<file path="src/rtl/xw_pkg.sv">
`timescale 1ns/1ps
package xw_pkg;
  localparam int VA_W      = 32;
  localparam int ENT_W     = 32;
  localparam int PA_W      = ENT_W + 4;
  localparam int LVL_W     = 2;
  localparam int LAST_LVL  = 3;
  localparam int ACC_LSB   = 2;
  localparam int ACC_W     = 3;
  localparam int REF_BIT   = 5;
  localparam int MOD_BIT   = 6;
  localparam int PPN_LSB   = 8;
  localparam int PG_SHIFT  = 12;
  localparam int KIND_W    = 6;
  localparam int FLT_W     = LVL_W + KIND_W + 2;

  typedef enum logic [1:0] {
    ET_EMPTY = 2'd0,
    ET_TABLE = 2'd1,
    ET_PAGE  = 2'd2,
    ET_RSVD  = 2'd3
  } ent_kind_e;

  typedef enum logic [1:0] {
    DK_DESCEND = 2'd0,
    DK_LEAF    = 2'd1,
    DK_FAULT   = 2'd2
  } dec_kind_e;

  localparam logic [KIND_W-1:0] FK_EMPTY = KIND_W'(1);
  localparam logic [KIND_W-1:0] FK_BAD   = KIND_W'(4);

  function automatic logic [FLT_W-1:0] mk_fault(input logic [LVL_W-1:0] lvl,
                                                input logic [KIND_W-1:0] kind);
    return {lvl, kind, 2'b00};
  endfunction
endpackage

</file>
<file path="src/rtl/xw_rst_sync.sv">
`timescale 1ns/1ps
module xw_rst_sync #(
  parameter int STAGES = 2
) (
  input  logic clk,
  input  logic rst_n,
  output logic rst_n_sync
);
  localparam int MSB = STAGES - 1;
  logic [MSB:0] sync_q;

  generate
    if (STAGES == 1) begin : g_one
      always_ff @(posedge clk or negedge rst_n) begin
        if (!rst_n) sync_q <= 1'b0;
        else        sync_q <= 1'b1;
      end
    end else begin : g_chain
      always_ff @(posedge clk or negedge rst_n) begin
        if (!rst_n) sync_q <= '0;
        else        sync_q <= {sync_q[MSB-1:0], 1'b1};
      end
    end
  endgenerate

  assign rst_n_sync = sync_q[MSB];
endmodule

</file>
<file path="src/rtl/xw_addr_gen.sv">
`timescale 1ns/1ps
module xw_addr_gen
  import xw_pkg::*;
#(
  parameter int CTP_W = 32,
  parameter int CTX_W = 8
) (
  input  logic [CTP_W-1:0]  root_ptr,
  input  logic [CTX_W-1:0]  ctx,
  input  logic [19:0]       va_hi,      // va[31:12]
  input  logic [ENT_W-1:0]  desc,
  input  logic [LVL_W-1:0]  lvl_next,
  output logic [PA_W-1:0]   root_addr,
  output logic [PA_W-1:0]   next_addr
);
  localparam int IDX_W = 8;
  localparam logic [ENT_W-1:0] TYPE_MASK = ~ENT_W'(3);

  logic [IDX_W-1:0] idx;
  logic [PA_W-1:0]  base;

  assign root_addr = PA_W'({root_ptr, 4'b0000}) + PA_W'({ctx, 2'b00});

  always_comb begin
    unique case (lvl_next)
      2'd1:    idx = va_hi[19:12];                 // va[31:24]
      2'd2:    idx = {2'b00, va_hi[11:6]};         // va[23:18]
      2'd3:    idx = {2'b00, va_hi[5:0]};          // va[17:12]
      default: idx = '0;
    endcase
  end

  assign base      = {desc & TYPE_MASK, 4'b0000};
  assign next_addr = base + PA_W'({idx, 2'b00});
endmodule

</file>
<file path="src/rtl/xw_entry_dec.sv">
`timescale 1ns/1ps
module xw_entry_dec
  import xw_pkg::*;
(
  input  logic [ENT_W-1:0]  entry,
  input  logic [LVL_W-1:0]  lvl,
  input  logic              is_write,
  input  logic [23:0]       va_lo,      // va[23:0]
  output dec_kind_e         kind,
  output logic [FLT_W-1:0]  fault,
  output logic [ENT_W-1:0]  new_entry,
  output logic              need_wb,
  output logic [PA_W-1:0]   paddr,
  output logic [ACC_W-1:0]  acc,
  output logic              wr_ok
);
  ent_kind_e        ek;
  logic [23:0]      offset;
  logic [ENT_W-1:0] set_bits;

  assign ek = ent_kind_e'(entry[1:0]);

  always_comb begin
    kind  = DK_FAULT;
    fault = '0;
    unique case (ek)
      ET_EMPTY: fault = mk_fault(lvl, FK_EMPTY);
      ET_RSVD:  fault = mk_fault(lvl, FK_BAD);
      ET_TABLE: begin
        if (lvl == LVL_W'(LAST_LVL)) fault = mk_fault(lvl, FK_BAD);
        else                         kind  = DK_DESCEND;
      end
      ET_PAGE: begin
        if (lvl == '0) fault = mk_fault(lvl, FK_BAD);
        else           kind  = DK_LEAF;
      end
      default: fault = mk_fault(lvl, FK_BAD);
    endcase
  end

  // Page size follows the level at which the mapping was found.
  always_comb begin
    unique case (lvl)
      2'd1:    offset = va_lo;
      2'd2:    offset = {6'b0, va_lo[17:0]};
      default: offset = {12'b0, va_lo[11:0]};
    endcase
  end

  always_comb begin
    set_bits          = '0;
    set_bits[REF_BIT] = 1'b1;
    set_bits[MOD_BIT] = is_write;
  end

  assign new_entry = entry | set_bits;
  assign need_wb   = (new_entry != entry);
  assign wr_ok     = new_entry[MOD_BIT];
  assign acc       = entry[ACC_LSB +: ACC_W];
  assign paddr     = {entry[ENT_W-1:PPN_LSB], PG_SHIFT'(0)} + PA_W'(offset);
endmodule

</file>
<file path="src/rtl/xw_walk_ctrl.sv">
`timescale 1ns/1ps
module xw_walk_ctrl
  import xw_pkg::*;
(
  input  logic              clk,
  input  logic              rst_n,
  input  logic              enable,
  input  logic              req_valid,
  output logic              req_ready,
  input  logic [VA_W-1:0]   req_vaddr,
  input  logic              req_write,
  output logic              rsp_valid,
  input  logic              rsp_ready,
  output logic [PA_W-1:0]   rsp_paddr,
  output logic [ACC_W-1:0]  rsp_acc,
  output logic              rsp_wr_ok,
  output logic              rsp_bypass,
  output logic [FLT_W-1:0]  rsp_fault,
  output logic              mem_req,
  output logic              mem_we,
  output logic [PA_W-1:0]   mem_addr,
  output logic [ENT_W-1:0]  mem_wdata,
  input  logic              mem_ack,
  // shared with address generator and decoder
  output logic [VA_W-1:0]   cur_va,
  output logic              cur_write,
  output logic [LVL_W-1:0]  cur_lvl,
  output logic [LVL_W-1:0]  lvl_next,
  input  logic [PA_W-1:0]   root_addr,
  input  logic [PA_W-1:0]   next_addr,
  input  dec_kind_e         dec_kind,
  input  logic [FLT_W-1:0]  dec_fault,
  input  logic [ENT_W-1:0]  dec_new_entry,
  input  logic              dec_need_wb,
  input  logic [PA_W-1:0]   dec_paddr,
  input  logic [ACC_W-1:0]  dec_acc,
  input  logic              dec_wr_ok
);
  typedef enum logic [1:0] {
    S_IDLE = 2'd0,
    S_READ = 2'd1,
    S_WB   = 2'd2,
    S_RSP  = 2'd3
  } st_e;

  st_e              st_q, st_d;
  logic [VA_W-1:0]  va_q, va_d;
  logic             wr_q, wr_d;
  logic [LVL_W-1:0] lvl_q, lvl_d;
  logic [PA_W-1:0]  maddr_q, maddr_d;
  logic [ENT_W-1:0] wdata_q, wdata_d;
  logic [PA_W-1:0]  paddr_q, paddr_d;
  logic [ACC_W-1:0] acc_q, acc_d;
  logic             wrok_q, wrok_d;
  logic             byp_q, byp_d;
  logic [FLT_W-1:0] flt_q, flt_d;

  logic take_req, ld_req, ld_walk, ld_rsp;

  assign take_req = (st_q == S_IDLE) && req_valid;

  // ---------------- next-state logic ----------------
  always_comb begin
    st_d    = st_q;
    va_d    = va_q;
    wr_d    = wr_q;
    lvl_d   = lvl_q;
    maddr_d = maddr_q;
    wdata_d = wdata_q;
    paddr_d = paddr_q;
    acc_d   = acc_q;
    wrok_d  = wrok_q;
    byp_d   = byp_q;
    flt_d   = flt_q;
    ld_req  = 1'b0;
    ld_walk = 1'b0;
    ld_rsp  = 1'b0;

    unique case (st_q)
      S_IDLE: begin
        if (req_valid) begin
          ld_req = 1'b1;
          va_d   = req_vaddr;
          wr_d   = req_write;
          lvl_d  = '0;
          if (!enable) begin
            ld_rsp  = 1'b1;
            paddr_d = PA_W'(req_vaddr);
            acc_d   = '0;
            wrok_d  = 1'b1;
            byp_d   = 1'b1;
            flt_d   = '0;
            st_d    = S_RSP;
          end else begin
            ld_walk = 1'b1;
            maddr_d = root_addr;
            st_d    = S_READ;
          end
        end
      end

      S_READ: begin
        if (mem_ack) begin
          unique case (dec_kind)
            DK_DESCEND: begin
              ld_walk = 1'b1;
              maddr_d = next_addr;
              lvl_d   = lvl_q + LVL_W'(1);
            end
            DK_LEAF: begin
              ld_rsp  = 1'b1;
              paddr_d = dec_paddr;
              acc_d   = dec_acc;
              wrok_d  = dec_wr_ok;
              byp_d   = 1'b0;
              flt_d   = '0;
              if (dec_need_wb) begin
                ld_walk = 1'b1;
                wdata_d = dec_new_entry;
                st_d    = S_WB;
              end else begin
                st_d    = S_RSP;
              end
            end
            default: begin
              ld_rsp  = 1'b1;
              paddr_d = '0;
              acc_d   = '0;
              wrok_d  = 1'b0;
              byp_d   = 1'b0;
              flt_d   = dec_fault;
              st_d    = S_RSP;
            end
          endcase
        end
      end

      S_WB: begin
        if (mem_ack) st_d = S_RSP;
      end

      S_RSP: begin
        if (rsp_ready) st_d = S_IDLE;
      end

      default: st_d = S_IDLE;
    endcase
  end

  // ---------------- registers ----------------
  always_ff @(posedge clk or negedge rst_n) begin
    if (!rst_n) st_q <= S_IDLE;
    else        st_q <= st_d;
  end

  always_ff @(posedge clk or negedge rst_n) begin
    if (!rst_n) begin
      va_q <= '0;
      wr_q <= 1'b0;
    end else if (ld_req) begin
      va_q <= va_d;
      wr_q <= wr_d;
    end
  end

  always_ff @(posedge clk or negedge rst_n) begin
    if (!rst_n) begin
      lvl_q   <= '0;
      maddr_q <= '0;
      wdata_q <= '0;
    end else if (ld_req || ld_walk) begin
      lvl_q   <= lvl_d;
      maddr_q <= maddr_d;
      wdata_q <= wdata_d;
    end
  end

  always_ff @(posedge clk or negedge rst_n) begin
    if (!rst_n) begin
      paddr_q <= '0;
      acc_q   <= '0;
      wrok_q  <= 1'b0;
      byp_q   <= 1'b0;
      flt_q   <= '0;
    end else if (ld_rsp) begin
      paddr_q <= paddr_d;
      acc_q   <= acc_d;
      wrok_q  <= wrok_d;
      byp_q   <= byp_d;
      flt_q   <= flt_d;
    end
  end

  // ---------------- outputs ----------------
  assign req_ready  = (st_q == S_IDLE);
  assign rsp_valid  = (st_q == S_RSP);
  assign rsp_paddr  = paddr_q;
  assign rsp_acc    = acc_q;
  assign rsp_wr_ok  = wrok_q;
  assign rsp_bypass = byp_q;
  assign rsp_fault  = flt_q;
  assign mem_req    = (st_q == S_READ) || (st_q == S_WB);
  assign mem_we     = (st_q == S_WB);
  assign mem_addr   = maddr_q;
  assign mem_wdata  = wdata_q;
  assign cur_va     = va_q;
  assign cur_write  = wr_q;
  assign cur_lvl    = lvl_q;
  assign lvl_next   = lvl_q + LVL_W'(1);

  logic unused_take;
  assign unused_take = take_req;
endmodule

</file>
<file path="src/rtl/xlat_walker.sv">
`timescale 1ns/1ps
module xlat_walker
  import xw_pkg::*;
#(
  parameter int CTP_W = 32,
  parameter int CTX_W = 8
) (
  input  logic              clk,
  input  logic              rst_n,
  input  logic              cfg_enable,
  input  logic [CTP_W-1:0]  cfg_root_ptr,
  input  logic [CTX_W-1:0]  cfg_ctx,
  input  logic              req_valid,
  output logic              req_ready,
  input  logic [31:0]       req_vaddr,
  input  logic              req_write,
  output logic              rsp_valid,
  input  logic              rsp_ready,
  output logic [35:0]       rsp_paddr,
  output logic [2:0]        rsp_acc,
  output logic              rsp_wr_ok,
  output logic              rsp_bypass,
  output logic [9:0]        rsp_fault,
  output logic              mem_req,
  output logic              mem_we,
  output logic [35:0]       mem_addr,
  output logic [31:0]       mem_wdata,
  input  logic              mem_ack,
  input  logic [31:0]       mem_rdata
);
  logic             rst_n_i;
  logic [VA_W-1:0]  cur_va;
  logic             cur_write;
  logic [LVL_W-1:0] cur_lvl, lvl_next;
  logic [PA_W-1:0]  root_addr, next_addr;
  dec_kind_e        dec_kind;
  logic [FLT_W-1:0] dec_fault;
  logic [ENT_W-1:0] dec_new_entry;
  logic             dec_need_wb;
  logic [PA_W-1:0]  dec_paddr;
  logic [ACC_W-1:0] dec_acc;
  logic             dec_wr_ok;

  xw_rst_sync #(.STAGES(2)) rst_sync_i (
    .clk        (clk),
    .rst_n      (rst_n),
    .rst_n_sync (rst_n_i)
  );

  xw_addr_gen #(.CTP_W(CTP_W), .CTX_W(CTX_W)) addr_gen_i (
    .root_ptr  (cfg_root_ptr),
    .ctx       (cfg_ctx),
    .va_hi     (cur_va[31:12]),
    .desc      (mem_rdata),
    .lvl_next  (lvl_next),
    .root_addr (root_addr),
    .next_addr (next_addr)
  );

  xw_entry_dec entry_dec_i (
    .entry     (mem_rdata),
    .lvl       (cur_lvl),
    .is_write  (cur_write),
    .va_lo     (cur_va[23:0]),
    .kind      (dec_kind),
    .fault     (dec_fault),
    .new_entry (dec_new_entry),
    .need_wb   (dec_need_wb),
    .paddr     (dec_paddr),
    .acc       (dec_acc),
    .wr_ok     (dec_wr_ok)
  );

  xw_walk_ctrl ctrl_i (
    .clk           (clk),
    .rst_n         (rst_n_i),
    .enable        (cfg_enable),
    .req_valid     (req_valid),
    .req_ready     (req_ready),
    .req_vaddr     (req_vaddr),
    .req_write     (req_write),
    .rsp_valid     (rsp_valid),
    .rsp_ready     (rsp_ready),
    .rsp_paddr     (rsp_paddr),
    .rsp_acc       (rsp_acc),
    .rsp_wr_ok     (rsp_wr_ok),
    .rsp_bypass    (rsp_bypass),
    .rsp_fault     (rsp_fault),
    .mem_req       (mem_req),
    .mem_we        (mem_we),
    .mem_addr      (mem_addr),
    .mem_wdata     (mem_wdata),
    .mem_ack       (mem_ack),
    .cur_va        (cur_va),
    .cur_write     (cur_write),
    .cur_lvl       (cur_lvl),
    .lvl_next      (lvl_next),
    .root_addr     (root_addr),
    .next_addr     (next_addr),
    .dec_kind      (dec_kind),
    .dec_fault     (dec_fault),
    .dec_new_entry (dec_new_entry),
    .dec_need_wb   (dec_need_wb),
    .dec_paddr     (dec_paddr),
    .dec_acc       (dec_acc),
    .dec_wr_ok     (dec_wr_ok)
  );
endmodule

</file>
<file path="config.mk">
export PLATFORM = sky130hd
export DESIGN_NAME = xlat_walker
export DESIGN_NICKNAME = d
export VERILOG_FILES = /design/src/rtl/xw_pkg.sv /design/src/rtl/xw_rst_sync.sv /design/src/rtl/xw_addr_gen.sv /design/src/rtl/xw_entry_dec.sv /design/src/rtl/xw_walk_ctrl.sv /design/src/rtl/xlat_walker.sv
export SDC_FILE = /design/constraint.sdc
export NUM_CORES = 1
export LEC_CHECK = 0
export BUFFER_PORTS_ARGS = -buffer_cell sky130_fd_sc_hd__buf_2
export CORE_MARGIN = 8
export CORE_UTILIZATION = 56
export CTS_BUF_LIST = sky130_fd_sc_hd__clkbuf_8
export DETAILED_ROUTE_END_ITERATION = 8
export HOLD_SLACK_MARGIN = 0.12
export MAX_ROUTING_LAYER = met4
export PLACE_DENSITY = 0.81
export SYNTH_ARGS = -nofsm -noshare
export SYNTH_HDL_FRONTEND = slang
export SYNTH_SLANG_ARGS = --single-unit
</file>
<file path="constraint.sdc">
create_clock -name clk -period 6.58 [get_ports clk]
set_clock_uncertainty 0.05 [all_clocks]
set_input_delay 0.658 -clock clk [delete_from_list [all_inputs] [get_ports clk]]
set_output_delay 0.658 -clock clk [all_outputs]
set_load 0.02 [all_outputs]
</file>
Word level (Yosys, flattened, before mapping)
Index checks and enable logic that the tools add are counted.

Output and inout port bits: 123. Word-level logic and storage cells: 113. Flip-flop bits (word level): 158.

Reduce and logical (&&, ||, !) cells: 13. $add $sub $neg: 4. Bitwise logic cells: 1. Mux-type cells: 61. Eq/ne operators: 22.

Operators by type and width (number): two-way mux 36 bit (7); case mux 36 bit (2 select lines) (3); adder 36 x 10 -> 36 bit (2); two-way mux 10 bit (5); case mux 24 bit (2 select lines) (1); case mux 10 bit (2 select lines) (2); case mux 10 bit (4 select lines) (1); adder 36 x 24 -> 36 bit (1); != test 32 bit (1); OR 32 x 7 -> 32 bit (1); case mux 8 bit (3 select lines) (1); two-way mux 2 bit (10); equality test 2 bit, second input constant (8); two-way mux 1 bit (16); AND reduction 5 bit (3); != test 2 bit, second input constant (6); case mux 1 bit (2 select lines) (6); case mux 2 bit (2 select lines) (3); case mux 3 bit (2 select lines) (2); AND reduction 6 bit (2); equality test 2 x 1 -> 1 bit, second input constant (5); two-way mux 3 bit (3); zero test 2 bit (4); case mux 2 bit (4 select lines) (1); other kinds (5) (7).

Depth between registers and ports, before layout
Depth after elaboration: 9. Mapped depth: 14.

By module
A second synthesis with hierarchy kept.

Cell total of the unflattened synthesis: 979. Area, all modules: 9957.0 µm².

By module, submodules not included: xw_walk_ctrl (times used 1, cells each 571, area each 6886.6 µm²); xw_addr_gen (times used 1, cells each 211, area each 1582.8 µm²); xw_entry_dec (times used 1, cells each 194, area each 1433.9 µm²); xw_rst_sync (times used 1, cells each 3, area each 53.8 µm²).

Worst setup path after synthesis
No wires, ideal clock.

Path type: flip-flop to flip-flop. From: register ctrl_i.lvl_q[0], in the netlist ctrl_i.cur_lvl[0]. To: register ctrl_i.maddr_q[34], in the netlist ctrl_i.mem_addr[34]. Slack: 3622 ps. Data arrival time: 2782 ps. Data required time: 6404 ps. Buffers on the path: 1. Cell stages (with the launch flop): 15. Cells stage by stage: dfrtp_1 -> inv_1 -> ha_1 -> buf_2 -> a221oi_1 -> nor2_1 -> ha_1 -> inv_1 -> fa_1 -> nand2b_1 -> a21oi_2 -> nand4_4 -> nor4_4 -> mux2i_1 -> a221o_1.

Cells in the longest elaborated chain, start to end: 9.

Ends and longest elaborated chain: start, declared (line xw_walk_ctrl.sv:49) `logic [LVL_W-1:0] lvl_q, lvl_d;`; start signal, assigned (line xw_walk_ctrl.sv:172) `lvl_q <= lvl_d;`; branches (longest 9 deep; another with adder 36 x 10 -> 36 bit); end signal, assigned (line xw_walk_ctrl.sv:173) `maddr_q <= maddr_d;`; end, declared (line xw_walk_ctrl.sv:50) `logic [PA_W-1:0] maddr_q, maddr_d;`.

Parallel ways; which one is timed is not known. The select of a mux whose other input is x is not followed. A chain may end at the register's enable or synchronous reset.

Final worst setup path
Ends and elaborated chain as after synthesis.

==> metrics <==
status=complete, no violations; antenna violations before repair=5; Peak supply drop=between 0.2 and 0.25 mV; Worst Setup End Kind=flip-flop; EDFF count, synth=0; Final Hold Fails=0; number of port buffers=225; CTS Sinks=150; clk_lat worst skew=between 0.4 and 0.5 ns; Synth Area per Inst=9.91 sq um; Routed WL=between 20000 and 30000 microns; Wirelength per Cell=around 21 microns; FMAX=approximately 0.29 GHz; Final ANT Viol Nets=0; Die X-Extent=~140 microns; vias=8250; largest net degree at the start of global routing=79; Layout Nets=~1300; die height=144 microns; Sequential Power Share=0.354; placeable core area=approximately 16000 sq um; Internal Power=approximately 2.5 mW; Setup TNS=0 ns; routed vias/inst=6.04; initial drt markers=approximately 580; CTS root buffer=clkbuf_8; Leakage=between 5 and 6 nW; drc violations=0; CP Max Fanout=11; count of TritonRoute iterations in the first routing pass=5; DIE AREA=slightly above 20000 sq um; CP Class=reg2reg; Area Overhead vs Synth=18.2%; post-CTS sizing=0; HP Class=reg2reg; Slew Limit Headroom=0.334; Mapped Area=9160 sq um; DP Area=10400 sq um; measured slew at the worst slew-check pin=approximately 1.0 ns; vias in the first global route=roughly 8300; final period utilization=0.518; GRT Resource Usage Total=0.286; Comb pwr share=0.477; row count=46; Final GP Congestion=0.962; register area=3760 sq um; Seq cells post-synth=150; Initial Util=0.575; ys flop type=dfrtp_1; Synth Instances=roughly 900; startpoint types=flip-flop; CTS Buf Count=17; number of distinct library cells after synthesis=80; global-route wire length before repair=44300 microns; required time worst endpoint=6.88 ns; Seq/Total Area, Yosys=0.410; Power Dens Cells=approximately 410 nW/um^2; RSZ-0062 raised after global routing=no; most frequent cells in the layout=buf_2 (225), dfrtp_1 (149), nand2_1 (96); max-slew violation count=0; Layout fillers=~1300; CTS max path bufs=2; Multi-input gate area=between 5000 and 6000 sq um; Clk pwr share=0.169; clock-pin slew on the worst setup and hold paths=~0.080 ns; Overflow after GRT=0; commonest non-fill, non-tap cell in the layout=buf_2; synth warn=0; Worst Path Arrival=roughly 3.7 ns; share of the core filled with cells=0.679; Switching Share=0.436; Final Cell Area=10800 sq um; P_sw=between 1.5 and 2 mW; io pins=~230; htree depth=4; DP HPWL=between 20000 and 25000 microns; CTS tree=built; minimum clock period=about 3.4 ns; Final setup violation count=0; share of layout cells above drive strength 1=0.302; async set-or-reset flop fraction in the synthesized netlist=1.00; Max-cap violations=0
-- kinds of logic (layout without fill, tap and decap cells) --
logic type | after synthesis | in the layout | synth area share
adders and majority gates | 38 | 38 | 0.0543
and+or+nand+nor | 316 | 316 | 0.186
buffers and inverters | 78 | 292 | 0.0407
other | 2 | 14 | 0.000820
muxes | 69 | 69 | 0.0841
xor gates and xnor gates | 58 | 58 | 0.0554
AOI/OAI and AO/OA | 214 | 214 | 0.169
DFF | 150 | 150 | 0.410
-- routing by layer --
layer  GRT usage  wire length, microns  vias up
li1            -                     -     3795
met1       0.356                 11800     3962
met2       0.435                 12700      430
met3      0.0833                  3000       63
met4       0.103                   847        0
met5           -                     0        -
-- final timing paths --
kind,to,slack (ns),cells past startpoint,start
hold reg to reg,rst_sync_i.sync_q[1],0.31,0,rst_sync_i.sync_q[0]
setup reg to reg,ctrl_i.mem_addr[34],3.17,13,ctrl_i.cur_lvl[0]
min in group asynchronous,ctrl_i.rsp_paddr[18],0.41,0,rst_sync_i.sync_q[1]
hold / removal,rst_sync_i.sync_q[1],0.31,0,rst_sync_i.sync_q[0]
max in group asynchronous,ctrl_i.mem_addr[28],4.54,1,rst_sync_i.sync_q[1]
setup / recovery,ctrl_i.mem_addr[34],3.17,13,ctrl_i.cur_lvl[0]
-- synth_stat cells, types with 6 or more instances --
cell type,number,area share
dfrtp_1,150,0.41
nand2_1,96,0.039
nor2_1,64,0.026
mux2_2,53,0.065
o21ai_0,53,0.029
ha_1,35,0.048
nand3_1,31,0.017
xnor2_1,30,0.029
xor2_1,28,0.027
a21oi_1,26,0.014
a221o_1,26,0.028
inv_1,24,0.0098
clkbuf_1,23,0.0094
nor3_1,19,0.010
and2_1,18,0.012
and3_1,18,0.012
a22oi_1,16,0.013
buf_2,16,0.0087
nand4_1,13,0.0089
buf_4,12,0.0098
mux2_1,11,0.014
o221ai_1,11,0.011
a221oi_1,8,0.0076
o211ai_1,8,0.0066
o21a_1,8,0.0066
a211oi_1,7,0.0057
or3_1,7,0.0048
a31oi_1,6,0.0041
nor4_1,6,0.0041
o21ai_1,6,0.0033
o31ai_1,6,0.0049
-- state kept, by name (all words and copies together) (netlist names) --
register	count
ctrl_i.mem_addr	34
ctrl_i.rsp_paddr	36
ctrl_i.cur_lvl	2
ctrl_i.rsp_bypass	1
ctrl_i.rsp_fault	4
ctrl_i.rsp_wr_ok	1
rst_sync_i.sync_q	2
ctrl_i.st_q	2
ctrl_i.rsp_acc	3
ctrl_i.cur_write	1
ctrl_i.mem_wdata	32
ctrl_i.cur_va	32
-- critical path: stages (launching register included) --
cell	delay (ns)
dfrtp_1	0.46
inv_1	0.14
ha_1	0.38
a221oi_1	0.16
nor2_1	0.11
ha_1	0.19
inv_1	0.06
fa_1	0.40
nand2b_1	0.20
a21oi_2	0.40
nand4_4	0.20
nor4_4	0.18
mux2i_1	0.11
a221o_1	0.26
-- power groups by stage --
stage	registers, mW	logic (mW)	clock network [mW]
6_report	1.56	2.10	0.746
5_1_grt	1.60	2.28	0.793
4_1_cts	1.55	2.10	0.755
3_5_place_dp	1.56	2.09	0
3_3_place_gp	1.56	2.04	0
2_1_floorplan	1.82	1.11	0
-- timing repair --
item | in CTS | in global routing
setup buffers | 0 | 0
hold endpoints to repair | 2 | 0
hold buffers | 1 | 0
endpoints found under the setup margin | 0 | 0
-- through the flow --
step	hold slack (ns)	total power [mW]	cells	setup WS, ns
floorplan	0.281	2.93	932	2.04
global placement	0.287	3.60	1329	3.38
detailed placement	0.291	3.66	1329	3.19
CTS	0.310	4.41	1362	3.20
global route	0.319	4.67	1367	2.93
finish	0.307	4.40	1367	3.17
-- cell type report --
| cell class | count | area share |
|---|---|---|
| Clock inverter | 12 | 0.0127 |
| Inverter | 25 | 0.00867 |
| Tap cell | 216 | 0.0250 |
| Clock buffer | 20 | 0.0254 |
| Timing Repair Buffer | 235 | 0.111 |
| Sequential cell | 150 | 0.347 |
| Antenna cell | 5 | 0.00116 |
| Multi-Input combinational cell | 704 | 0.469 |
Power figures use the tool's default switching activity.
